===== config.mk =====
export PLATFORM = sky130hd
export DESIGN_NAME = sbfe_engine
export DESIGN_NICKNAME = d
export VERILOG_FILES = /design/src/rtl/sbfe_pkg.sv /design/src/rtl/sbfe_word_fifo.sv /design/src/rtl/sbfe_mover.sv /design/src/rtl/sbfe_flags.sv /design/src/rtl/sbfe_engine.sv
export SDC_FILE = /design/constraint.sdc
export NUM_CORES = 1
export LEC_CHECK = 0
export BUFFER_PORTS_ARGS = -buffer_cell sky130_fd_sc_hd__buf_2
export CAP_MARGIN = 20
export CORE_MARGIN = 8
export CORE_UTILIZATION = 55
export CTS_CLUSTER_DIAMETER = 30
export CTS_CLUSTER_SIZE = 40
export DETAILED_ROUTE_END_ITERATION = 16
export GPL_TIMING_DRIVEN = 0
export PLACE_DENSITY = 0.76
export SYNTH_ARGS = -nofsm -noshare
export SYNTH_HDL_FRONTEND = slang
export SYNTH_SLANG_ARGS = --single-unit

===== constraint.sdc =====
create_clock -name clk -period 3.75 [get_ports clk]
set_input_delay 0.375 -clock clk [delete_from_list [all_inputs] [get_ports clk]]
set_output_delay 0.375 -clock clk [all_outputs]
set_load 0.03 [all_outputs]

===== src/rtl/sbfe_pkg.sv =====
`timescale 1ns/1ps
package sbfe_pkg;
   typedef enum logic {
      DIR_TX = 1'b0,
      DIR_RX = 1'b1
   } sbfe_dir_e;
endpackage


===== src/rtl/sbfe_word_fifo.sv =====
`timescale 1ns/1ps
module sbfe_word_fifo #(
   parameter int DEPTH = 16,
   parameter int WIDTH = 32
) (
   input  logic                       clk,
   input  logic                       rst,
   input  logic                       wr_en,
   input  logic [WIDTH-1:0]           wr_data,
   input  logic                       rd_en,
   output logic [WIDTH-1:0]           head,
   output logic [$clog2(DEPTH):0]     fill
);
   localparam int PTR_W  = $clog2(DEPTH);
   localparam int FILL_W = PTR_W + 1;

   logic [WIDTH-1:0] mem [DEPTH];
   logic [PTR_W-1:0] wp, rp;
   logic             full, empty, wr_ok, rd_ok;

   assign full  = (fill == FILL_W'(DEPTH));
   assign empty = (fill == '0);
   assign wr_ok = wr_en && !full;
   assign rd_ok = rd_en && !empty;
   assign head  = mem[rp];

   for (genvar i = 0; i < DEPTH; i++) begin : g_slot
      always_ff @(posedge clk) begin
         if (wr_ok && (wp == PTR_W'(i))) mem[i] <= wr_data;
      end
   end

   always_ff @(posedge clk) begin
      if (rst) begin
         wp   <= '0;
         rp   <= '0;
         fill <= '0;
      end else begin
         if (wr_ok) wp <= wp + PTR_W'(1);
         if (rd_ok) rp <= rp + PTR_W'(1);
         case ({wr_ok, rd_ok})
            2'b10:   fill <= fill + FILL_W'(1);
            2'b01:   fill <= fill - FILL_W'(1);
            default: fill <= fill;
         endcase
      end
   end

   assert_fill_bound_R12: assert property (@(posedge clk) disable iff (rst)
      fill <= FILL_W'(DEPTH));
   assert_full_drop_R12: assert property (@(posedge clk) disable iff (rst)
      (full && wr_en && !rd_en) |=> (fill == FILL_W'(DEPTH)) && $stable(wp));
endmodule


===== src/rtl/sbfe_mover.sv =====
`timescale 1ns/1ps
module sbfe_mover
   import sbfe_pkg::*;
#(
   parameter int DEPTH = 16,
   parameter int BYTES = 4,
   parameter int LEN_W = 16
) (
   input  logic                       clk,
   input  logic                       rst,
   input  logic                       ctl_we,
   input  logic                       ctl_en_bit,
   input  logic                       ctl_dir_bit,
   input  logic [LEN_W-1:0]           len_val,
   input  logic [$clog2(DEPTH):0]     fill,
   input  logic [8*BYTES-1:0]         head,
   input  logic                       card_rdy,
   input  logic [7:0]                 card_byte,
   input  logic                       hold,
   output logic                       en,
   output sbfe_dir_e                  dir,
   output logic [LEN_W-1:0]           count,
   output logic                       started,
   output logic                       push,
   output logic [8*BYTES-1:0]         push_word,
   output logic                       pop,
   output logic [7:0]                 tx_byte,
   output logic                       tx_valid,
   output logic                       rx_take
);
   localparam int WORD_W = 8 * BYTES;
   localparam int LANE_W = $clog2(BYTES);
   localparam int FILL_W = $clog2(DEPTH) + 1;

   logic [WORD_W-1:0] acc_w, unpk;
   logic [LANE_W-1:0] pack_n, unpk_n;
   logic              active, last_byte, rx_go, tx_go, pack_done;

   assign active    = en && !ctl_we;
   assign last_byte = (count == LEN_W'(1));
   assign rx_go     = active && (dir == DIR_RX) && (count != '0) && !hold
                      && card_rdy && (fill != FILL_W'(DEPTH));
   assign tx_go     = active && (dir == DIR_TX) && (count != '0)
                      && ((unpk_n != '0) || (fill != '0));
   assign pack_done = rx_go && ((pack_n == LANE_W'(BYTES-1)) || last_byte);

   assign rx_take  = rx_go;
   assign push     = pack_done;
   assign tx_valid = tx_go;
   assign pop      = tx_go && (unpk_n == '0);
   assign tx_byte  = (unpk_n == '0) ? head[7:0] : unpk[7:0];

   for (genvar k = 0; k < BYTES; k++) begin : g_lane
      assign push_word[8*k +: 8] = (LANE_W'(k) < pack_n)  ? acc_w[8*k +: 8] :
                                   (LANE_W'(k) == pack_n) ? card_byte : 8'h00;
   end

   always_ff @(posedge clk) begin
      if (rst) begin
         en      <= 1'b0;
         dir     <= DIR_TX;
         count   <= '0;
         started <= 1'b0;
         pack_n  <= '0;
         acc_w   <= '0;
         unpk    <= '0;
         unpk_n  <= '0;
      end else if (ctl_we) begin
         en  <= ctl_en_bit;
         dir <= sbfe_dir_e'(ctl_dir_bit);
         if (ctl_en_bit) begin
            count   <= len_val;
            started <= 1'b1;
            pack_n  <= '0;
            unpk_n  <= '0;
         end
      end else begin
         if (en && (count == '0) && (fill == '0)) en <= 1'b0;
         if (rx_go || tx_go) count <= count - LEN_W'(1);
         if (rx_go) begin
            for (int k = 0; k < BYTES; k++) begin
               if (pack_n == LANE_W'(k)) acc_w[8*k +: 8] <= card_byte;
            end
            pack_n <= pack_done ? '0 : pack_n + LANE_W'(1);
         end
         if (tx_go) begin
            if (unpk_n == '0) begin
               unpk   <= head >> 8;
               unpk_n <= LANE_W'(BYTES-1);
            end else begin
               unpk   <= unpk >> 8;
               unpk_n <= unpk_n - LANE_W'(1);
            end
            if (last_byte) unpk_n <= '0;
         end
      end
   end

   assert_full_stall_R5: assert property (@(posedge clk) disable iff (rst)
      (fill == FILL_W'(DEPTH)) |-> !rx_take);
   assert_autodis_R8: assert property (@(posedge clk) disable iff (rst)
      (en && (count == '0) && (fill == '0) && !ctl_we) |=> !en);
   assert_count_down_R3: assert property (@(posedge clk) disable iff (rst)
      !(ctl_we && ctl_en_bit) |=> (count <= $past(count)));
endmodule


===== src/rtl/sbfe_flags.sv =====
`timescale 1ns/1ps
module sbfe_flags
   import sbfe_pkg::*;
#(
   parameter int DEPTH = 16,
   parameter int LEN_W = 16
) (
   input  logic                       clk,
   input  logic                       rst,
   input  logic                       en,
   input  sbfe_dir_e                  dir,
   input  logic [$clog2(DEPTH):0]     fill,
   input  logic [LEN_W-1:0]           count,
   input  logic                       started,
   output logic                       xfer_end,
   output logic                       block_end,
   output logic                       tx_active,
   output logic                       tx_half_empty,
   output logic                       tx_full,
   output logic                       tx_empty,
   output logic                       tx_avail,
   output logic                       rx_active,
   output logic                       rx_half_full,
   output logic                       rx_full,
   output logic                       rx_empty,
   output logic                       rx_avail
);
   localparam int FILL_W = $clog2(DEPTH) + 1;
   localparam int HALF   = DEPTH / 2;

   logic tx_on, rx_on, f_empty, f_full;

   assign tx_on   = en && (dir == DIR_TX);
   assign rx_on   = en && (dir == DIR_RX);
   assign f_empty = (fill == '0);
   assign f_full  = (fill == FILL_W'(DEPTH));

   assign xfer_end  = started && (count == '0);
   assign block_end = started && (count == '0);

   assign tx_active     = tx_on;
   assign tx_half_empty = tx_on && (fill <= FILL_W'(HALF));
   assign tx_full       = tx_on && f_full;
   assign tx_empty      = tx_on && f_empty;
   assign tx_avail      = tx_on && !f_empty;

   assign rx_active    = rx_on;
   assign rx_half_full = rx_on && (fill >= FILL_W'(HALF));
   assign rx_full      = rx_on && f_full;
   assign rx_empty     = rx_on && f_empty;
   assign rx_avail     = rx_on && !f_empty;

   assert_dir_mask_R9: assert property (@(posedge clk) disable iff (rst)
      $onehot0({tx_active, rx_active}) && $onehot0({tx_avail, rx_avail}));
endmodule


===== src/rtl/sbfe_engine.sv =====
`timescale 1ns/1ps
module sbfe_engine
   import sbfe_pkg::*;
#(
   parameter int DEPTH = 16,
   parameter int BYTES = 4,
   parameter int LEN_W = 16
) (
   input  logic                 clk,
   input  logic                 rst,
   input  logic                 len_we,
   input  logic [LEN_W-1:0]     len_wdata,
   input  logic                 ctl_we,
   input  logic [1:0]           ctl_wdata,
   input  logic                 stat_rd,
   input  logic                 host_push,
   input  logic [8*BYTES-1:0]   host_wdata,
   input  logic                 host_pop,
   output logic [8*BYTES-1:0]   host_rdata,
   input  logic                 card_rdy,
   input  logic [7:0]           card_rx_byte,
   output logic                 card_rx_take,
   output logic [7:0]           card_tx_byte,
   output logic                 card_tx_valid,
   output logic                 path_en,
   output logic                 path_dir,
   output logic [LEN_W-1:0]     byte_cnt,
   output logic [LEN_W-1:0]     word_cnt,
   output logic                 xfer_end,
   output logic                 block_end,
   output logic                 tx_active,
   output logic                 tx_half_empty,
   output logic                 tx_full,
   output logic                 tx_empty,
   output logic                 tx_avail,
   output logic                 rx_active,
   output logic                 rx_half_full,
   output logic                 rx_full,
   output logic                 rx_empty,
   output logic                 rx_avail,
   output logic                 ovf_err,
   output logic                 udf_err
);
   localparam int WORD_W = 8 * BYTES;
   localparam int LANE_W = $clog2(BYTES);
   localparam int FILL_W = $clog2(DEPTH) + 1;

   if (DEPTH < 2 || (DEPTH & (DEPTH - 1)) != 0) begin : g_bad_depth
      $error("DEPTH must be a power of two of at least 2");
   end
   if (BYTES < 2 || (BYTES & (BYTES - 1)) != 0) begin : g_bad_bytes
      $error("BYTES must be a power of two of at least 2");
   end
   if (LEN_W < 2) begin : g_bad_len
      $error("LEN_W must be at least 2");
   end

   logic [LEN_W-1:0]  len_reg;
   logic [FILL_W-1:0] fill;
   logic [WORD_W-1:0] head, eng_word;
   logic              eng_push, eng_pop, hold, started;
   logic              rx_busy, tx_busy, f_full, f_empty;
   logic              push_ok, pop_ok;
   sbfe_dir_e         dir;

   assign f_full   = (fill == FILL_W'(DEPTH));
   assign f_empty  = (fill == '0);
   assign rx_busy  = path_en && (dir == DIR_RX);
   assign tx_busy  = path_en && (dir == DIR_TX);
   assign push_ok  = host_push && (byte_cnt != '0) && !rx_busy && !f_full;
   assign pop_ok   = host_pop && !f_empty && !tx_busy;
   assign path_dir = (dir == DIR_RX);
   assign host_rdata = f_empty ? '0 : head;
   assign word_cnt = LEN_W'(({1'b0, byte_cnt} + (LEN_W+1)'(BYTES-1)) >> LANE_W);

   always_ff @(posedge clk) begin
      if (rst) begin
         len_reg <= '0;
         hold    <= 1'b0;
         ovf_err <= 1'b0;
         udf_err <= 1'b0;
      end else begin
         if (len_we) len_reg <= len_wdata;
         if (pop_ok) hold <= 1'b1;
         else if (stat_rd) hold <= 1'b0;
         if (host_push && (byte_cnt != '0) && !rx_busy && f_full) ovf_err <= 1'b1;
         if (host_pop && f_empty) udf_err <= 1'b1;
      end
   end

   sbfe_word_fifo #(.DEPTH(DEPTH), .WIDTH(WORD_W)) u_fifo (
      .clk     (clk),
      .rst     (rst),
      .wr_en   (eng_push || push_ok),
      .wr_data (eng_push ? eng_word : host_wdata),
      .rd_en   (eng_pop || pop_ok),
      .head    (head),
      .fill    (fill)
   );

   sbfe_mover #(.DEPTH(DEPTH), .BYTES(BYTES), .LEN_W(LEN_W)) u_mover (
      .clk         (clk),
      .rst         (rst),
      .ctl_we      (ctl_we),
      .ctl_en_bit  (ctl_wdata[0]),
      .ctl_dir_bit (ctl_wdata[1]),
      .len_val     (len_reg),
      .fill        (fill),
      .head        (head),
      .card_rdy    (card_rdy),
      .card_byte   (card_rx_byte),
      .hold        (hold),
      .en          (path_en),
      .dir         (dir),
      .count       (byte_cnt),
      .started     (started),
      .push        (eng_push),
      .push_word   (eng_word),
      .pop         (eng_pop),
      .tx_byte     (card_tx_byte),
      .tx_valid    (card_tx_valid),
      .rx_take     (card_rx_take)
   );

   sbfe_flags #(.DEPTH(DEPTH), .LEN_W(LEN_W)) u_flags (
      .clk           (clk),
      .rst           (rst),
      .en            (path_en),
      .dir           (dir),
      .fill          (fill),
      .count         (byte_cnt),
      .started       (started),
      .xfer_end      (xfer_end),
      .block_end     (block_end),
      .tx_active     (tx_active),
      .tx_half_empty (tx_half_empty),
      .tx_full       (tx_full),
      .tx_empty      (tx_empty),
      .tx_avail      (tx_avail),
      .rx_active     (rx_active),
      .rx_half_full  (rx_half_full),
      .rx_full       (rx_full),
      .rx_empty      (rx_empty),
      .rx_avail      (rx_avail)
   );

   assert_holdoff_R10: assert property (@(posedge clk) disable iff (rst)
      hold |-> !card_rx_take);
   assert_pop_empty_R11: assert property (@(posedge clk) disable iff (rst)
      (host_pop && f_empty) |=> udf_err);
   assert_push_full_R12: assert property (@(posedge clk) disable iff (rst)
      (host_push && f_full && !path_en) |=> (fill == FILL_W'(DEPTH)) && ovf_err);
   assert_collide_R13: assert property (@(posedge clk) disable iff (rst)
      (eng_push && pop_ok) |=> (fill == $past(fill)));
endmodule


== Yosys cells after proc, flatten, opt, wreduce, memory -nomap -nowiden ==
Memories as Yosys holds them, arrays and structs flattened. A register that Yosys moved wholly into a read port is not among the register bits.
Index checks and enable logic that the tools add are counted.
W data, S select, Z words.

* Bitwise logic cells: 2
* Reductions and logical operators: 98
* Muxes and demuxes: 107
* Magnitude comparators: 6
* Add/subtract/negate cells: 8
* Eq/ne operators: 27

{| class="wikitable"
|+ Operators with widths
! cell !! number
|-
| $mux W32 || 17
|-
| $reduce_or A32 Y1 || 15
|-
| $mux W8 || 9
|-
| $mux W4 || 17
|-
| $mux W1 || 51
|-
| $logic_and A1 B1 Y1 || 49
|-
| $mux W16 || 3
|-
| $eq A4 B4 Y1 const B || 8
|-
| $mux W24 || 1
|-
| $add A16 B2 Y17 const B || 1
|-
| $eq A16 B1 Y1 const B || 1
|-
| $eq A4 B3 Y1 const B || 4
|-
| $logic_not A16 Y1 || 1
|-
| $mux W2 || 8
|-
| $reduce_bool A16 Y1 || 1
|-
| $sub A16 B1 Y16 const B || 1
|-
| $reduce_bool A2 Y1 || 7
|-
| $reduce_and A3 Y1 || 4
|-
| $pmux W5 S2 || 1
|-
| $reduce_and A2 Y1 || 5
|-
| $add A4 B1 Y4 const B || 2
|-
| $eq A4 B2 Y1 const B || 2
|-
| $eq A2 B2 Y1 const B || 3
|-
| $logic_not A1 Y1 || 6
|-
| 21 further kinds || 31
|}

* Logic and storage cells: 267
* Input bits: 66
* Output and inout bits: 90
* Register bits: 119
* Memories: 1
* RAM bits: 512

{| class="wikitable"
|+ Memory list
! memory !! depth !! bits a word !! rd ports !! clocked after memory_dff !! wr ports !! RTL line !! text
|-
| u_fifo.mem || 16 || 32 || 1 || 1 || 1 || sbfe_word_fifo.sv:17 || <nowiki>logic [WIDTH-1:0] mem [DEPTH];</nowiki>
|}

== Depth between registers and ports, before layout ==
* Depth in word-level cells: 29
* Gate-level depth with buffers: 17
* Mapped depth without buffers: 15

== Modules after synthesis ==
From an unflattened synthesis, not the netlist that was laid out.

* Cell total of the unflattened synthesis: 1500
* Area, all modules: 26071.3 µm²

{| class="wikitable"
|+ Modules (own cells, without submodules)
! module !! seq. area each (µm²) !! area an instance (µm²) !! cells an instance !! times used
|-
| sbfe_word_fifo || 15715.1 || 20393.3 || 828 || 1
|-
| sbfe_mover || 1421.4 || 3844.9 || 458 || 1
|-
| sbfe_engine || 380.4 || 1690.4 || 189 || 1
|-
| sbfe_flags || 0.0 || 142.6 || 25 || 1
|}

== Worst setup path before layout ==
OpenSTA, ideal clock, no wires.

* Path type: register to register
* Start: register u_mover.count[10]
* End: register u_fifo.fill[4]
* Arrival time: 3823 ps
* Buffers on the path: 3
* Setup time: 70 ps
* Stages on the path, launching flop included: 17
* Required time: 3680 ps
* Slack: -143 ps
* Period minus slack after synthesis: 3893 ps
* Cell sequence: dfxtp_1 -> buf_6 -> or4_4 -> buf_6 -> or4_4 -> o21a_1 -> nor2_4 -> buf_6 -> inv_1 -> ha_1 -> xor2_1 -> ha_1 -> a211o_1 -> a21oi_1 -> a221oi_1 -> or3_1 -> a21oi_1

* Word-level cells in the longest chain between the ends: 10
* Elaborated cells between the ends (all ways): 22
* Classes of those cells: eq/ne: 3; mux: 1; reduce/logical: 18

{| class="wikitable"
|+ Ends and longest elaborated chain
! item !! RTL line !! text
|-
| start, declared || sbfe_mover.sv:22 || <nowiki>output logic [LEN_W-1:0] count,</nowiki>
|-
| start signal, assigned || sbfe_mover.sv:72 || <nowiki>count <= len_val;</nowiki>
|-
| start signal, assigned || sbfe_mover.sv:79 || <nowiki>if (rx_go || tx_go) count <= count - LEN_W'(1);</nowiki>
|-
| $reduce_bool A16 Y1 || sbfe_mover.sv:41, sbfe_mover.sv:43, sbfe_engine.sv:70 ||
|-
| $logic_and A1 B1 Y1 (2 in series) || sbfe_mover.sv:41 || <nowiki>assign rx_go = active && (dir == DIR_RX) && (count != '0) && !hold</nowiki>
|-
| $logic_and A1 B1 Y1 (2 in series) || sbfe_mover.sv:42 || <nowiki>&& card_rdy && (fill != FILL_W'(DEPTH));</nowiki>
|-
| $logic_and A1 B1 Y1 || sbfe_mover.sv:45 || <nowiki>assign pack_done = rx_go && ((pack_n == LANE_W'(BYTES-1)) || last_byte);</nowiki>
|-
| $logic_or A1 B1 Y1 || sbfe_engine.sv:94 || <nowiki>.wr_en (eng_push || push_ok),</nowiki>
|-
| $logic_and A1 B1 Y1 || sbfe_word_fifo.sv:23 || <nowiki>assign wr_ok = wr_en && !full;</nowiki>
|-
| $eq A2 B1 Y1 / $eq A2 B2 Y1 (equally long branches) || sbfe_word_fifo.sv:41 || <nowiki>case ({wr_ok, rd_ok})</nowiki>
|-
| $pmux W5 S2 / $reduce_bool A2 Y1 (equally long branches) || - ||
|-
| end signal, assigned || sbfe_word_fifo.sv:42 || <nowiki>2'b10: fill <= fill + FILL_W'(1);</nowiki>
|-
| end signal, assigned || sbfe_word_fifo.sv:43 || <nowiki>2'b01: fill <= fill - FILL_W'(1);</nowiki>
|-
| end signal, assigned || sbfe_word_fifo.sv:44 || <nowiki>default: fill <= fill;</nowiki>
|-
| end, declared || sbfe_word_fifo.sv:12 || <nowiki>output logic [$clog2(DEPTH):0] fill</nowiki>
|}

Parallel ways exist; a longest one is shown, timed or not.
A chain may end at the register's enable or synchronous reset.

== Worst setup path after layout ==
* Start: register u_mover.count[2]
* End: memory u_fifo.mem[15][18], data pin

* Elaborated cells between the ends (all ways): 85
* Classes of those cells: eq/ne: 1; mux: 44; reduce/logical: 40

{| class="wikitable"
|+ RTL lines
! item !! RTL line !! text
|-
| $reduce_bool A16 Y1 || sbfe_mover.sv:41 ||
|-
| $logic_and A1 B1 Y1 (2 in series) || sbfe_mover.sv:41 ||
|-
| $logic_and A1 B1 Y1 (2 in series) || sbfe_mover.sv:42 ||
|-
| $logic_and A1 B1 Y1 * || sbfe_mover.sv:45 ||
|-
| $mux W32 * || sbfe_engine.sv:95 || <nowiki>.wr_data (eng_push ? eng_word : host_wdata),</nowiki>
|-
| named net u_fifo.wr_data[18] || sbfe_word_fifo.sv:9 || <nowiki>input logic [WIDTH-1:0] wr_data,</nowiki>
|-
| $mux W32 (no source line) (14 in series) || - ||
|-
| $mux W32 (no source line) * || - ||
|-
| end, declared || sbfe_word_fifo.sv:17 ||
|}

The timed path passes the listed nets; every way through them passes the cells marked *.

==> results.md <==
- Layout cells sized above 1: 33.68%
- Leakage: 11.36 nW
- Final ANT Viol Nets: 0
- Initial Utilization: 55.27%
- Critical Path Sink Type: register
- Clock Tree Buf Depth: 3
- Drt pass-1 iters: 7
- Sink Count: 619
- Largest regs: u_fifo.mem (512), u_mover.acc_w (24), u_mover.unpk (24)
- Area occupied by registers: 17,520 µm²
- Worst r2r src: u_mover.count[2]
- CTS tree: yes
- Area grow syn2layout: 24.19%
- Setup CP Type: reg2reg
- Die W: 231.4 µm
- GRT busiest layer: met2
- Most Frequent Cell on Critical Path: buf_2
- Fin Setup TNS: 0 ps
- Post-synth top flop: edfxtp_1
- # placed instances: 2,311
- WL/cell: 30.87 µm
- Vias: 16,500
- Fin nets: 1,922
- Clk_skew: 19.48 ps
- Worst-path clk slew: 50 ps
- Clk root buf: clkbuf_16
- Critical Path RT: 4200 ps
- Final setup fails: 0
- DR DRC count: 0
- Syn nets: 1,591
- Core area: 46,160 µm²
- Syn Area/Cell: 16.92 µm²
- Status: completed
- DIE AREA: 53,530 µm²
- Slew @ Worst Pin: 1108 ps
- Row count: 79
- Grt met3 use: 7.690%
- Number of global-route vias before repair: 16,930
- Final period util: 99.19%
- Number of flops mapped to enable cells by yosys: 512
- First-pass GRT wire length: 113.3 mm
- Critical path's largest stage delay: 710 ps
- IO Port Bufs: 152
- H-tree levels: 3
- Vias per std cell: 6.494
- Synthesis warning total: 0
- Worst-path maximum fanout: 12
- Min-Delay Path Class: in2reg
- I/O Pins: 156
- Tot GR Track Use: 29.08%
- Achievable clock frequency: 268.8 MHz
- Worst-Skew Late Latency: 630 ps
- Max Cap Violations: 0
- Hpwl dp: 47.64 mm
- Die Y: 231.4 µm
- Largest net degree at the start of global routing: 26
- GR Layer Usage met1: 35.83%
- Slew headroom: 26.11%
- Final Hold Vio Count: 0
- Fin util: 68.64%
- Final weighted congestion in routability-driven placement: 0.9242
- Fraction of registers with async set/reset: 0%
- Synthesized flop and latch total: 619
- CP cell instances: clkbuf_1 -> or4_1 -> nor4_4 -> o211ai_1 -> buf_2 -> clkbuf_2 -> o21ai_1 -> buf_2
- Cell Pwr Density: 725.4 nW/µm²
- Multi-input logic area: 7611 µm²
- Fill cells: 2,833
- Non-filler cells, final: 2,541
- Final Max Tran Viols: 0
- Hold Startpoint: host_pop
- CP max stage cell: or4_1
- Final min period: 3720 ps
- Cell area after synthesis: 25,510 µm²
- Post-synthesis sequential area ratio: 68.66%
- Grt ovf: 0
- RSZ-0062 raised after global routing: true
- GRT met2 Usage: 46.62%
- Largest register by flop count: u_fifo.mem
- Drt total wl: 78.43 mm
- 1st-iter DRT viols: 2,170
- CP Launch Type: register
- Max reg flops: 512
- Data arrival, critical path: 4170 ps
- Initial antenna violation count: 5
- Mapped Cells: 1,508
- Num CTS Buffers: 107
- Worst VDD drop: 0.0004336 V
- Post-synth cell types: 67
- CP Launch Point: u_mover.count[2]
==> area by class of cell <==
| type | count | share of cell area (%) |
|---|---|---|
| clock buffers | 115 | 8.711 |
| clock inverters | 85 | 2.871 |
| multi-input cells | 765 | 24.02 |
| repair buffers | 223 | 4.818 |
| inverters | 24 | 0.2843 |
| flip-flops and latches | 619 | 55.29 |
| plain buffers | 99 | 1.580 |
| diodes | 4 | 0.03159 |
| well taps | 607 | 2.397 |
==> repair_timing <==
item | CTS | global route
hold buffers | 17 | 0
pin swaps | 3 | 2
gates resized for setup | 74 | 13
hold endpoints to repair | 17 | 0
setup buffers | 3 | 7
endpoints found under the setup margin | 419 | 325
==> stage by stage <==
| step | instance area [µm²] | setup WS, ps | power (mW) | hold slack, ps |
|---|---|---|---|---|
| after detailed placement | 27580 | -593.5 | 12.88 | 446.0 |
| final | 31690 | 30.32 | 22.98 | 41.63 |
| after global routing | 31680 | -72.84 | 23.56 | 54.47 |
| after floorplan | 25520 | 5.528 | 11.15 | 432.1 |
| after global placement | 27040 | -778.0 | 12.73 | 443.3 |
| after CTS | 31590 | -4.849 | 22.86 | 11.03 |
==> worst max-delay path: cells and delay by family (launching register included) <==
kind	cells	cell delay, ps
buffers and inverters	4	1280
AND/OR/NAND/NOR	2	1140
AO/OA/AOI/OAI	2	800
flip-flops	1	310
==> cell families (layout without fill, tap and decap cells) <==
kind of cell    count (synthesis)  count (layout)  share of synthesized area, %
compound gates                194             194                         4.688
xor+xnor                       18              18                        0.6179
fa+ha+maj                      17              17                        0.8337
buf+inv                       124             546                         2.030
flops                         619             619                         68.66
mux                           236             236                         17.15
other cells                     1               5                       0.01470
simple gates                  299             299                         6.008
==> path summary, 6_finish.rpt <==
kind	slack (ps)	cells after the start	to
setup reg to reg	30	8	u_fifo.mem[15][18]
setup / recovery	30	8	u_fifo.mem[15][18]
hold / removal	40	3	udf_err
hold reg to reg	460	2	u_mover.unpk[16]
==> report_power, final <==
part / leakage (nW) / internal [mW] / switching, mW / total, mW
combinational: 4.10 / 1.86 / 3.36 / 5.22
sequential: 5.49 / 7.76 / 0.157 / 7.92
clock: 1.77 / 6.38 / 3.46 / 9.84
==> metal layers <==
layer / wire (µm) / vias up
li1: - / 6692
met1: 27430 / 8268
met2: 37180 / 1267
met3: 9379 / 267
met4: 4390 / 6
met5: 45 / -
==> cells in the mapped netlist (4+ instances only) <==
master	instances	area share (%)
edfxtp_1	512	60
mux4_2	160	14
dfxtp_1	107	8.4
nor2_1	91	1.3
a21oi_1	76	1.5
mux2i_1	67	2.6
clkbuf_1	59	0.87
nand2_1	59	0.87
o21ai_0	52	1.0
and2_1	39	0.96
and3_1	28	0.69
buf_1	23	0.34
inv_1	22	0.32
nand3_1	22	0.43
ha_1	17	0.83
buf_2	12	0.24
o31ai_1	12	0.35
nand4_1	10	0.25
nor3_1	10	0.20
o311ai_0	10	0.34
xnor2_1	10	0.34
mux2_2	9	0.40
a22o_1	8	0.27
or3_1	8	0.20
xor2_1	8	0.27
o21a_1	5	0.15
buf_6	4	0.18
nor2b_1	4	0.098
nor4_1	4	0.098
o211ai_1	4	0.12
==> cells in the final DEF (no fill, tap or decap), drive strengths merged, types with 10 or more instances in the layout <==
cell type / count
xnor2: 10
o31ai: 12
nand2: 59
nand3: 24
o21ai: 52
nand4: 11
inv: 38
a21oi: 76
dfxtp: 107
edfxtp: 512
clkinvlp: 12
buf: 244
ha: 17
bufinv: 15
mux2i: 67
nor2: 92
mux4: 160
clkinv: 44
and2: 39
clkbuf: 175
o311ai: 11
and3: 28
nor3: 12
dlygate4sd3: 17
No activity file was read; power rests on OpenSTA's default activity.
